[config.mk]
export PLATFORM = sky130hd
export DESIGN_NAME = ring_idx_ctrl
export DESIGN_NICKNAME = d
export VERILOG_FILES = /design/src/rtl/ring_idx_pkg.sv /design/src/rtl/ring_cfg_regs.sv /design/src/rtl/ring_idx_track.sv /design/src/rtl/ring_idx_ctrl.sv
export SDC_FILE = /design/constraint.sdc
export NUM_CORES = 1
export LEC_CHECK = 0
export ABC_AREA = 1
export BUFFER_PORTS_ARGS = -buffer_cell sky130_fd_sc_hd__buf_4
export CORE_ASPECT_RATIO = 1.75
export CORE_MARGIN = 3
export CORE_UTILIZATION = 44
export CTS_CLUSTER_SIZE = 20
export DETAILED_ROUTE_END_ITERATION = 12
export MAX_ROUTING_LAYER = met4
export PLACE_DENSITY_LB_ADDON = 0.15
export SYNTH_ARGS = -nofsm -noshare
export SYNTH_HDL_FRONTEND = slang
export SYNTH_SLANG_ARGS = --single-unit
export TNS_END_PERCENT = 5
[constraint.sdc]
create_clock -name clk -period 17.2 [get_ports clk]
set_clock_uncertainty 0.15 [all_clocks]
set_input_delay 3.44 -clock clk [delete_from_list [all_inputs] [get_ports clk]]
set_output_delay 3.44 -clock clk [all_outputs]
set_load 0.01 [all_outputs]
[src/rtl/ring_idx_pkg.sv]
// Shared definitions for the descriptor ring index controller.
// Assumes a 32-byte register window of eight 32-bit words.
package ring_idx_pkg;
    typedef enum logic [2:0] {
        W_BASE_LO = 3'd0,
        W_BASE_HI = 3'd1,
        W_SIZE    = 3'd2,
        W_HEAD    = 3'd3,
        W_TAIL    = 3'd4,
        W_CTRL    = 3'd5,
        W_CREDIT  = 3'd6,
        W_SPARE   = 3'd7
    } ring_word_e;

    localparam int CTRL_RST_BIT = 0;
endpackage

[src/rtl/ring_cfg_regs.sv]
// Configuration registers: base address, size, credits and the size fault.
// Assumes wr_en is already qualified for word alignment. Generates the
// index-clear request when the ring geometry changes or a ring reset is written.
module ring_cfg_regs
    import ring_idx_pkg::*;
#(
    parameter int LOG2_MAX = 16,
    localparam int SZ_W = LOG2_MAX + 1
) (
    input  logic             clk,
    input  logic             rst_n,
    input  logic             wr_en,
    input  ring_word_e       wr_word,
    input  logic [31:0]      wr_data,
    output logic [63:0]      base_q,
    output logic [SZ_W-1:0]  size_q,
    output logic [31:0]      credit_q,
    output logic             size_fault,
    output logic             ctrl_rst,
    output logic             clr_idx
);
    logic size_ok;
    logic size_wr;

    // Legal size: power of two, at least 2, no bits above the largest size
    always_comb begin
        size_ok = (wr_data[31:SZ_W] == '0) &&
                  ($countones(wr_data[SZ_W-1:0]) == 1) &&
                  !wr_data[0];
    end

    // Decode writes that reset the ring indices
    always_comb begin
        size_wr  = wr_en && (wr_word == W_SIZE);
        ctrl_rst = wr_en && (wr_word == W_CTRL) && wr_data[CTRL_RST_BIT];
        clr_idx  = (wr_en && ((wr_word == W_BASE_LO) || (wr_word == W_BASE_HI))) ||
                   (size_wr && size_ok) || ctrl_rst;
    end

    // Base address halves; the three low bits are forced to zero
    always_ff @(posedge clk) begin
        if (!rst_n) begin
            base_q <= '0;
        end else if (wr_en && wr_word == W_BASE_LO) begin
            base_q[31:0] <= {wr_data[31:3], 3'b000};
        end else if (wr_en && wr_word == W_BASE_HI) begin
            base_q[63:32] <= wr_data;
        end
    end

    // Ring size register, updated only by a legal value
    always_ff @(posedge clk) begin
        if (!rst_n) begin
            size_q <= SZ_W'(2);
        end else if (size_wr && size_ok) begin
            size_q <= wr_data[SZ_W-1:0];
        end
    end

    // Sticky size fault: set by a refused size, cleared by a ring reset
    always_ff @(posedge clk) begin
        if (!rst_n) begin
            size_fault <= 1'b0;
        end else if (ctrl_rst) begin
            size_fault <= 1'b0;
        end else if (size_wr && !size_ok) begin
            size_fault <= 1'b1;
        end
    end

    // Credits word is plain storage
    always_ff @(posedge clk) begin
        if (!rst_n) begin
            credit_q <= '0;
        end else if (wr_en && wr_word == W_CREDIT) begin
            credit_q <= wr_data;
        end
    end

    AST_SIZE_POW2: assert property (@(posedge clk) disable iff (!rst_n)
        ($countones(size_q) == 1) && !size_q[0]);
    AST_BAD_SIZE_HELD: assert property (@(posedge clk) disable iff (!rst_n)
        (size_wr && !size_ok) |=> (size_q == $past(size_q)) && size_fault);
    AST_BASE_ALIGNED: assert property (@(posedge clk) disable iff (!rst_n)
        base_q[2:0] == 3'b000);
endmodule

[src/rtl/ring_idx_track.sv]
// Head and tail index tracking for one ring.
// Assumes mask = size-1 for a power-of-two size. Checks head writes against
// the ring bounds and the tail, advances tail on completions and keeps the head fault.
module ring_idx_track #(
    parameter int IDX_W = 16
) (
    input  logic             clk,
    input  logic             rst_n,
    input  logic [IDX_W-1:0] mask,
    input  logic             clr,
    input  logic             fault_clr,
    input  logic             head_wr,
    input  logic [31:0]      head_val,
    input  logic             hw_done,
    output logic [IDX_W-1:0] head_q,
    output logic [IDX_W-1:0] tail_q,
    output logic             desc_done,
    output logic             head_fault,
    output logic             empty,
    output logic             full
);
    logic [IDX_W-1:0] new_head;
    logic [IDX_W-1:0] dist_old;
    logic [IDX_W-1:0] dist_new;
    logic             in_ring;
    logic             head_ok;
    logic             advance;

    // Judge a head write: inside the ring and not overtaking tail
    always_comb begin
        new_head = head_val[IDX_W-1:0];
        in_ring  = (head_val[31:IDX_W] == '0) && ((new_head & ~mask) == '0);
        dist_old = (head_q - tail_q) & mask;
        dist_new = (new_head - tail_q) & mask;
        head_ok  = in_ring && (dist_new >= dist_old);
    end

    // Ring state flags
    always_comb begin
        empty   = (head_q == tail_q);
        full    = (((head_q + 1'b1) & mask) == tail_q);
        advance = hw_done && !empty && !clr;
    end

    // Head index, written only by software
    always_ff @(posedge clk) begin
        if (!rst_n || clr) begin
            head_q <= '0;
        end else if (head_wr && head_ok) begin
            head_q <= new_head;
        end
    end

    // Tail index, moved by hardware completions
    always_ff @(posedge clk) begin
        if (!rst_n || clr) begin
            tail_q <= '0;
        end else if (advance) begin
            tail_q <= (tail_q + 1'b1) & mask;
        end
    end

    // Completion pulse for the credit logic
    always_ff @(posedge clk) begin
        if (!rst_n) begin
            desc_done <= 1'b0;
        end else begin
            desc_done <= advance;
        end
    end

    // Sticky fault for a refused head write
    always_ff @(posedge clk) begin
        if (!rst_n || fault_clr) begin
            head_fault <= 1'b0;
        end else if (head_wr && !head_ok) begin
            head_fault <= 1'b1;
        end
    end

    AST_HEAD_IN_RING: assert property (@(posedge clk) disable iff (!rst_n)
        (head_q & ~mask) == '0);
    AST_REFUSED_HEAD_HOLDS: assert property (@(posedge clk) disable iff (!rst_n)
        (head_wr && !head_ok && !clr) |=> (head_q == $past(head_q)) && head_fault);
    AST_DONE_STEP: assert property (@(posedge clk) disable iff (!rst_n)
        desc_done |-> (tail_q == ((IDX_W'($past(tail_q)) + 1'b1) & mask)));
    AST_NO_DONE_EMPTY: assert property (@(posedge clk) disable iff (!rst_n)
        (hw_done && empty) |=> !desc_done);
    AST_CLEAR_ZERO: assert property (@(posedge clk) disable iff (!rst_n)
        clr |=> (head_q == '0) && (tail_q == '0));
    AST_FULL_NOT_EMPTY: assert property (@(posedge clk) disable iff (!rst_n)
        !(full && empty));
endmodule

[src/rtl/ring_idx_ctrl.sv]
// Top of the descriptor ring index controller.
// Assumes one register access per cycle at a byte offset in a 32-byte window;
// writes must be word aligned. Reads are combinational.
module ring_idx_ctrl
    import ring_idx_pkg::*;
#(
    parameter int LOG2_MAX = 16,
    localparam int SZ_W  = LOG2_MAX + 1,
    localparam int IDX_W = LOG2_MAX
) (
    input  logic        clk,
    input  logic        rst_n,
    input  logic        reg_wr,
    input  logic [4:0]  reg_addr,
    input  logic [31:0] reg_wdata,
    output logic [31:0] reg_rdata,
    input  logic        hw_done,
    output logic        desc_done,
    output logic        ring_empty,
    output logic        ring_full,
    output logic        work_pending,
    output logic        head_fault,
    output logic        size_fault
);
    ring_word_e       word;
    logic             aligned;
    logic             wr_ok;
    logic [63:0]      base_q;
    logic [SZ_W-1:0]  size_q;
    logic [31:0]      credit_q;
    logic             ctrl_rst;
    logic             clr_idx;
    logic [IDX_W-1:0] mask;
    logic [IDX_W-1:0] head_q;
    logic [IDX_W-1:0] tail_q;

    // Address decode and write qualification
    always_comb begin
        word    = ring_word_e'(reg_addr[4:2]);
        aligned = (reg_addr[1:0] == 2'b00);
        wr_ok   = reg_wr && aligned;
        mask    = IDX_W'(size_q - 1'b1);
    end

    ring_cfg_regs #(.LOG2_MAX(LOG2_MAX)) u_cfg (
        .clk        (clk),
        .rst_n      (rst_n),
        .wr_en      (wr_ok),
        .wr_word    (word),
        .wr_data    (reg_wdata),
        .base_q     (base_q),
        .size_q     (size_q),
        .credit_q   (credit_q),
        .size_fault (size_fault),
        .ctrl_rst   (ctrl_rst),
        .clr_idx    (clr_idx)
    );

    ring_idx_track #(.IDX_W(IDX_W)) u_idx (
        .clk        (clk),
        .rst_n      (rst_n),
        .mask       (mask),
        .clr        (clr_idx),
        .fault_clr  (ctrl_rst),
        .head_wr    (wr_ok && (word == W_HEAD)),
        .head_val   (reg_wdata),
        .hw_done    (hw_done),
        .head_q     (head_q),
        .tail_q     (tail_q),
        .desc_done  (desc_done),
        .head_fault (head_fault),
        .empty      (ring_empty),
        .full       (ring_full)
    );

    // Pending work mirrors a non-empty ring
    always_comb begin
        work_pending = !ring_empty;
    end

    // Read data mux
    always_comb begin
        reg_rdata = '0;
        if (aligned) begin
            case (word)
                W_BASE_LO: reg_rdata = base_q[31:0];
                W_BASE_HI: reg_rdata = base_q[63:32];
                W_SIZE:    reg_rdata = 32'(size_q);
                W_HEAD:    reg_rdata = 32'(head_q);
                W_TAIL:    reg_rdata = 32'(tail_q);
                W_CTRL:    reg_rdata = {30'd0, size_fault, head_fault};
                W_CREDIT:  reg_rdata = credit_q;
                default:   reg_rdata = '0;
            endcase
        end
    end

    AST_TAIL_IN_RING: assert property (@(posedge clk) disable iff (!rst_n)
        (tail_q & ~mask) == '0);
    AST_PENDING_FLAG: assert property (@(posedge clk) disable iff (!rst_n)
        work_pending |-> (reg_addr != 5'h10 || reg_rdata != 32'(head_q)));
endmodule

* Word-level counts from Yosys, hierarchy flattened
Cells that the tools add are included.
** Cells by class
- $add $sub $neg :: 21
- Order comparisons :: 1
- Eq/ne operators :: 9
- Mux-type cells :: 2
- Bitwise logic cells :: 8
- Reductions and logical operators :: 37
** Operators with widths (count)
- adder 32 bit :: 7
- case mux 32 bit (7 select lines) :: 1
- bitwise AND 16 bit :: 5
- adder 16 x 1 -> 16 bit, second input constant :: 2
- adder 32 x 1 -> 32 bit :: 1
- == test 16 bit :: 2
- == test 32 x 2 -> 1 bit, second input constant :: 1
- logical NOT 16 bit :: 2
- two-way mux 32 bit :: 1
- subtractor 16 bit :: 2
- logical AND 1 bit :: 19
- adder 1 x 1 -> 2 bit :: 8
- >= comparator 16 bit :: 1
- inverter 16 bit :: 1
- subtractor 16 x 1 -> 16 bit, second input constant :: 1
- logical NOT 15 bit :: 1
- == test 3 bit, second input constant :: 3
- == test 3 x 2 -> 1 bit, second input constant :: 2
- logical NOT 1 bit :: 6
- logical OR 1 bit :: 5
- == test 3 x 1 -> 1 bit, second input constant :: 1
- logical NOT 3 bit :: 1
- logical NOT 2 bit :: 1
- inverter 1 bit :: 2
- 2 further kinds :: 2
** Storage, ports and cells
- Flip-flop bits (word level) :: 145
- Output and inout port bits :: 38
- Logic and storage cells :: 87

* Logic depth before layout (Yosys ltp)
Gate-level depths: netlist of the first run.
- Depth in word-level cells :: 13
- Depth in mapped cells :: 24

* Modules after synthesis
Synthesis of the first run repeated with hierarchy kept, for this count alone.
** Second synthesis, totals
- Cell total of the unflattened synthesis :: 1729
- Area, all modules :: 11101.9 µm²
** Modules (own cells, without submodules)
- ring_cfg_regs :: times used 1, cells an instance 568, area an instance 4590.7 µm², seq. area each 2222.1 µm²
- ring_idx_track :: times used 1, cells an instance 780, area an instance 4573.1 µm², seq. area each 680.7 µm²
- ring_idx_ctrl :: times used 1, cells an instance 381, area an instance 1938.1 µm², seq. area each 0.0 µm²

* Worst setup path before layout of the first run
No wires, ideal clock.
- Path type :: input to output
- Start :: input reg_addr[2]
- End :: output reg_rdata[17]
- Arrival :: 4.570 ns
- Path slack :: 9.040 ns
- Cell stages on the path :: 7
- Buffers on the path :: 2
- Cells stage by stage :: nor2_1 nand2_1 inv_1 clkbuf_1 buf_1 nand2_1 a31oi_1
** Between the ends
- Cells in the longest elaborated chain, start to end :: 3
- Elaborated cells on any way between the ends :: 9
- Those cells by class :: eq/ne: 6; mux: 2; reduce/logical: 1
** Ends and longest elaborated chain
- from (decl) :: line ring_idx_ctrl.sv:14 : input logic [4:0] reg_addr,
- == test 3 bit (tied with other cells) :: line ring_idx_ctrl.sv:85 : case (word)
- case mux 32 bit (7 select lines) * :: line ring_idx_ctrl.sv:85
- two-way mux 32 bit * :: line ring_idx_ctrl.sv:84 : if (aligned) begin
- to (decl) :: line ring_idx_ctrl.sv:16 : output logic [31:0] reg_rdata,
Every way passes the cells marked *; elsewhere a longest branch is shown, timed or not.

* Worst setup path in the final report of the first run
- Start :: input reg_addr[3]
- End :: output reg_rdata[4]
The elaborated chain is that of the path after synthesis.

==> reports/metrics.yaml, run 1 <==
run_status:
  status: "completed"
placed_design:
  place_congestion: 0.988
  io_buffers: 78
  dp_hpwl_um: 25800
  place_area_um2: 10600
final_layout:
  final_common_cell: "nand2_1"
  area_delta_synth_final_pct: 14.5
  final_nets: 1641
  final_area_um2: 11300
  num-fill-cells: 2220
  mostFrequentLayoutCells: "nand2_1 (283), nor2_1 (186), a21oi_1 (170)"
  drive_above_1_share_pct: 10.3
  antennaDiodeCount: 0
sta:
  finalSetupTns_ps: 0
  finalMaxSlewViolations: 0
  finalHoldViolCount: 0
  tightest_slew_ps: 1220
  fin_crit_sh_pct: 53.1
  rsz0062_at_grt: "false"
  fmax_mhz: 109
  max_slew_margin_pct: 18.2
  period_needed_ps: 9140
  holdWs_ps: 319
  setup_violations: 0
clocking:
  clockBufferDepth: 2
  clock_latency_ps: 420
  cts_max_level: 4
  cts_resized: 0
  cts_tree: "yes"
  cts_buffers: 17
  clk_pin_slew_ps: 60
  holdBufCountCts: 0
  cts_setup_buffers: 0
  root_buffer: "clkbuf_16"
  clock_sinks: 145
logic_synthesis:
  synth-seq-cells: 145
  synth_edf_count: 0
  syn_area_um2: 9830
  synth_nets: 1595
  yosysWarnings: 0
  ys_types: 46
  synthCells: 1479
  synth_flop_cell: "dfxtp_1"
  async_flop_share_pct: 0
  seq_area_frac_synth_pct: 29.5
  synth_area_per_cell_um2: 6.65
die:
  coreArea_um2: 21800
  die_area_um2: 24200
  io_pins: 79
  core.rowCount: 71
  die_w_um: 119
  start_util_pct: 45.2
  die_y_um: 204
route:
  ant_nets: 0
  vias: 10100
  via_per_inst: 5.55
  first_iter_violations: 679
  dr.pass1.iters: 7
  wl_per_cell_um: 18.4
  wl_um: 33700
  drc_errors: 0
global_routing:
  grt_pass1_wl_um: 53100
  grt_max_degree: 111
  overflow: 0
  track_usage_pct: 28.5
  antenna_found_initial: 0
  grt_pass1_vias: 9997
setup_path:
  critPathBufInv: 4
  arrival_ps: 5550
  max_stage_delay_ps: 930
  criticalPathCategory: "input pin to output pin"
  end_kind: "output pin"
  cpLargestDelayFamily: "buffers and inverters"
  critPathRequiredTime_ps: 13610
  cp_cell_sequence: "buf_4, inv_1, nand3_1, inv_1, nand2_1, o21ai_0, a21oi_1, a21oi_1, buf_4"
  cp_max_fo: 31
  cpMaxStageDelayCell: "inv_1"
  critPathLaunchType: "input pin"
power_and_ir_drop:
  switching_share_pct: 26.0
  power.leakage_nw: 5.01
  power_frac_seq_pct: 38.7
  p_sw_mw: 0.229
  pwr-share-clk_pct: 47.5
  power_density_nw_per_um2: 78.1
  p_int_mw: 0.651
  p_comb_share_pct: 13.8
  irDropWorstVdd_v: 0.0000803
run:
  drv_cap: 0
hold_path:
  hp-class: "flop to flop"
per-layer routing:
| layer | up-vias | wire length (um) | global-route usage [%] |
|---|---|---|---|
| met5 | - | 0 | - |
| met4 | 0 | 2040 | 17.4 |
| met3 | 118 | 1210 | 2.64 |
| met2 | 323 | 17600 | 50.5 |
| met1 | 4675 | 12800 | 30.5 |
| li1 | 5033 | - | - |
synthesized netlist by cell type (2+ instances only):
cell type,n,area [um2]
clkinv_1,2,7.51
buf_1,3,11.3
o21ai_0,147,736
o21bai_1,3,22.5
nand3_2,2,20.0
nor4_1,6,37.5
xor2_1,34,298
nor3_1,16,80.1
a211oi_1,4,30.0
nor2_1,188,706
nand3b_1,2,15.0
buf_2,10,50.1
a41oi_1,2,17.5
nand3_1,87,435
a21o_1,7,52.6
buf_6,2,22.5
nor3_2,2,20.0
inv_1,140,526
inv_2,5,18.8
o211ai_1,3,22.5
a21oi_1,170,851
a21boi_0,2,15.0
a31oi_1,19,119
xnor2_1,3,26.3
a22oi_1,3,22.5
fa_1,14,280
dfxtp_1,145,2900
o22ai_1,17,106
clkbuf_1,42,158
nand2_2,4,25.0
nand4_1,11,68.8
ha_1,61,763
or2_2,13,81.3
nand2_1,283,1060
nor2_2,11,68.8
o21ai_1,3,15.0
a22o_1,2,17.5
nor2_4,3,33.8
final cells by class:
cell class              count  area [um2]  area share, %
clock buffers              20         457           4.06
clock inverters            11         201           1.79
inverters                 147         552           4.90
multi-input cells        1130        6150           54.6
flip-flops and latches    145        2900           25.8
well taps                 292         365           3.24
repair buffers             84         631           5.60
stage by stage:
stage                     setup slack [ps]  utilization (%)  std cells  total power [mW]
final                                 8060             51.7       1829             0.879
after global routing                  7840             51.7       1829             0.914
after detailed placement              8050             48.7       1798             0.469
after global placement                8140             48.7       1798             0.466
after CTS                             8050             51.7       1829             0.884
after floorplan                       9040                -       1479             0.427
cells by family (layout without fill, tap and decap cells):
kind of cell             after synthesis  count (layout)  synth area share [%]
XOR/XNOR                              37              37                  3.30
flip-flops                           145             145                  29.5
buffers and inverters                204             262                  8.07
AND/OR/NAND/NOR                      632             632                  27.5
adder cells (fa/ha/maj)               75              75                  10.6
AO/OA/AOI/OAI                        386             386                  21.0
flip-flops by register name, summed over array words and instances, names as in the netlist:
name,cells
u_cfg.base_q,61
u_idx.desc_done,1
u_cfg.credit_q,32
u_idx.tail_q,16
u_idx.head_q,16
u_cfg.size_q,17
u_cfg.size_fault,1
u_idx.head_fault,1
power by group through the flow:
stage          Sequential, mW  Combinational, mW  Clock, mW
2_1_floorplan           0.348             0.0793          0
3_3_place_gp            0.348              0.118          0
3_5_place_dp            0.348              0.121          0
4_1_cts                 0.341              0.122      0.421
5_1_grt                 0.341              0.139      0.434
6_report                0.341              0.121      0.417
worst register-to-register path, delay by kind of cell, from the launching register on:
kind            cells  cell delay (ps)
compound gates      2              590
xor+xnor            1              180
fa+ha+maj           3              890
buf+inv             2              110
flops               1              500
simple gates       13             2120
final timing paths:
check	startpoint	end	slack, ps	cells after the start
max	reg_addr[3]	reg_rdata[4]	8060	9
min	u_cfg.size_fault$_SDFFE_PP0P_	u_cfg.size_fault$_SDFFE_PP0P_	320	2
max reg2reg	u_idx.tail_q[0]$_SDFFE_PP0P_	u_idx.head_q[13]$_SDFFE_PP0P_	12530	21
min reg2reg	u_cfg.size_fault$_SDFFE_PP0P_	u_cfg.size_fault$_SDFFE_PP0P_	320	2
(Power assumes the default switching activity.)
==> run 2: changes to the inputs <==
==> constraint.sdc (replaced) <==
create_clock -name clk -period 9.4 [get_ports clk]
set_clock_uncertainty 0.15 [all_clocks]
set_input_delay 1.88 -clock clk [delete_from_list [all_inputs] [get_ports clk]]
set_output_delay 1.88 -clock clk [all_outputs]
set_load 0.01 [all_outputs]
==> run 2 against run 1 <==
Power grew 81%. Global-route usage is 0.33 points higher. Combinational power rose by 86%. Sequential power is 83% higher. Final cell count rose by 0.11%. Worst hold slack gained 3.6 ps. Flip-flop and latch count unchanged. Clock power increased by 78%. Register-to-register slack got worse by 8100 ps. First-iteration DRC count up 1.3%. Worst setup slack lost 5100 ps. Critical path depth increased by 10.
==> reports/metrics.yaml, run 2 (synthesis gave the netlist of run 1 again) <==
run_status:
  status: "completed"
clocking:
  cts_tree: "yes"
  clock_sinks: 145  # unchanged
  clk_pin_slew_ps: 60  # about the same
  cts_setup_buffers: 0  # unchanged
  cts_buffers: 17  # unchanged
  clockBufferDepth: 2  # unchanged
  cts_resized: 0  # unchanged
  clock_latency_ps: 430  # about the same
  root_buffer: "clkbuf_16"
  holdBufCountCts: 0  # unchanged
  cts_max_level: 4  # unchanged
sta:
  rsz0062_at_grt: "false"
  finalSetupTns_ps: 0  # unchanged
  fin_crit_sh_pct: 68.9
  tightest_slew_ps: 1180  # -49.3 ps
  period_needed_ps: 6480
  finalHoldViolCount: 0  # unchanged
  holdWs_ps: 323  # +3.62 ps
  setup_violations: 0  # unchanged
  finalMaxSlewViolations: 0  # unchanged
  max_slew_margin_pct: 21.5  # +3.3 points
  fmax_mhz: 154
final_layout:
  largest_reg_flops: 61  # unchanged
  drive_above_1_share_pct: 10.5  # +0.18 points
  area_delta_synth_final_pct: 14.5  # about the same
  reg_top3: "u_cfg.base_q: 61 flops, u_cfg.credit_q: 32 flops, u_cfg.size_q: 17 flops"
  antennaDiodeCount: 0  # unchanged
  top_register: "u_cfg.base_q"
  final_common_cell: "nand2_1"
  mostFrequentLayoutCells: "nand2_1 (283), nor2_1 (186), a21oi_1 (170)"
  num-fill-cells: 2208  # -0.54%
  final_nets: 1643  # +0.12%
setup_path:
  cp_cell_sequence: "buf_4, ha_1, inv_1, fa_1, fa_1, fa_1, inv_1, fa_1, ha_1, fa_1, nor4b_1, nand3_1, nor2_1, nand2_1, nand2_1, nor2_1, buf_4, inv_1, a211oi_1"
  cpMaxStageDelayCell: "fa_1"
  cp_max_fo: 20  # -35%
  critPathLaunchType: "input pin"
  arrival_ps: 6620  # +1070 ps
  r2r_start: "u_idx.tail_q[0]$_SDFFE_PP0P_"
  end_kind: "flop"
  critPathRequiredTime_ps: 9550  # -4060 ps
  max_stage_delay_ps: 560  # -370 ps
  critPathMostFrequentCell: "fa_1"
  reg2reg_to: "u_idx.head_q[15]$_SDFFE_PP0P_"
  criticalPathCategory: "input pin to flop"
  worstRegToRegCells: 22  # +4.8%
  reg2reg_slack_ps: 4470  # -8060 ps
die:
  die_y_um: 204  # unchanged
  die_area_um2: 24200  # unchanged
  die_w_um: 119  # unchanged
  coreArea_um2: 21800  # unchanged
  core.rowCount: 71  # unchanged
  start_util_pct: 45.2  # unchanged
  io_pins: 79  # unchanged
route:
  vias: 10100  # -0.13%
  dr.pass1.iters: 6  # -1
  drc_errors: 0  # unchanged
  via_per_inst: 5.54  # -0.24%
  wl_per_cell_um: 18.7  # +1.5%
  wl_um: 34300  # +1.6%
  ant_nets: 0  # unchanged
  first_iter_violations: 688  # +1.3%
placed_design:
  io_buffers: 78  # unchanged
  place_congestion: 0.947  # -4.1%
  dp_hpwl_um: 26400  # +2.2%
run:
  drv_cap: 0  # unchanged
hold_path:
  hp-class: "flop to flop"
  hold_depth: 2  # unchanged
  hold_path.startpoint: "u_idx.head_fault$_SDFFE_PP0P_"
  whs_endpoint: "u_idx.head_fault$_SDFFE_PP0P_"
power_and_ir_drop:
  power_density_nw_per_um2: 141  # +81%
  power.leakage_nw: 5.01  # about the same
  irDropWorstVdd_v: 0.000155  # +94%
global_routing:
  overflow: 0  # unchanged
  grt_pass1_vias: 9846  # -1.5%
  grt_pass1_wl_um: 53300  # +0.35%
  grt_max_degree: 110  # -0.90%
  track_usage_pct: 28.8  # +0.33 points
  antenna_found_initial: 0  # unchanged
==> run 2: cell count changes in the layout (fill, tap and decap cells not counted), sizes merged <==
cell / delta
clkbuf: -3
clkinv: +2
buf: +2
clkinvlp: +2
inv: -1
==> run 2: where the power goes <==
part / internal (mW) / total (mW) / switching (mW) / leakage [nW]
Combinational: 0.0850 / 0.225 / 0.140 / 3.53
Sequential: 0.620 / 0.623 / 0.00293 / 1.17
Clock: 0.469 / 0.744 / 0.275 / 0.305
==> run 2: metrics by stage <==
stage / util (%) / setup slack [ps] / total power [mW] / cell area (um2) / std cells
floorplan: - / 3190 / 0.781 / 9830 / 1479
global placement: 48.8 / 2540 / 0.853 / 10600 / 1800
detailed placement: 48.8 / 2500 / 0.857 / 10600 / 1800
CTS: 51.7 / 2950 / 1.60 / 11300 / 1831
global route: 51.7 / 2560 / 1.65 / 11300 / 1831
finish: 51.7 / 2920 / 1.59 / 11300 / 1831
==> run 2: worst max-delay path: cells and delay by family <==
kind	cells	cell delay (ps)
compound gates	1	90
simple gates	6	840
buf+inv	5	850
fa+ha+maj	7	2970
==> run 2: cell type report <==
type,count,area (um2),share of cell area (%)
Tap cell,292,365,3.25
Timing Repair Buffer,86,646,5.74
Clock buffer,17,425,3.78
Inverter,147,552,4.90
Multi-Input combinational cell,1130,6150,54.7
Clock inverter,14,214,1.90
Sequential cell,145,2900,25.8
==> run 2: how the worst max path moves through the flow <==
| stage | to | startpoint | slack [ps] |
|---|---|---|---|
| 2_1_floorplan | u_idx.head_q[10]$_SDFFE_PP0P_ | reg_wdata[14] | 3190 |
| 4_1_cts | u_idx.tail_q[2]$_SDFFE_PP0P_ | reg_wdata[14] | 2950 |
| 3_3_place_gp | u_idx.tail_q[2]$_SDFFE_PP0P_ | reg_wdata[14] | 2540 |
| 3_5_place_dp | u_idx.tail_q[2]$_SDFFE_PP0P_ | reg_wdata[14] | 2500 |
| 5_1_grt | u_cfg.size_q[12]$_SDFFE_PN0P_ | reg_wdata[12] | 2560 |
| 6_report | u_idx.tail_q[2]$_SDFFE_PP0P_ | reg_wdata[14] | 2920 |
==> run 2: layer usage <==
| metal | wire (um) | GRT usage, % |
|---|---|---|
| met5 | 0 | - |
| met4 | 1940 | 15.5 |
| met3 | 1380 | 3.41 |
| met2 | 18100 | 52.3 |
| met1 | 12900 | 30.3 |
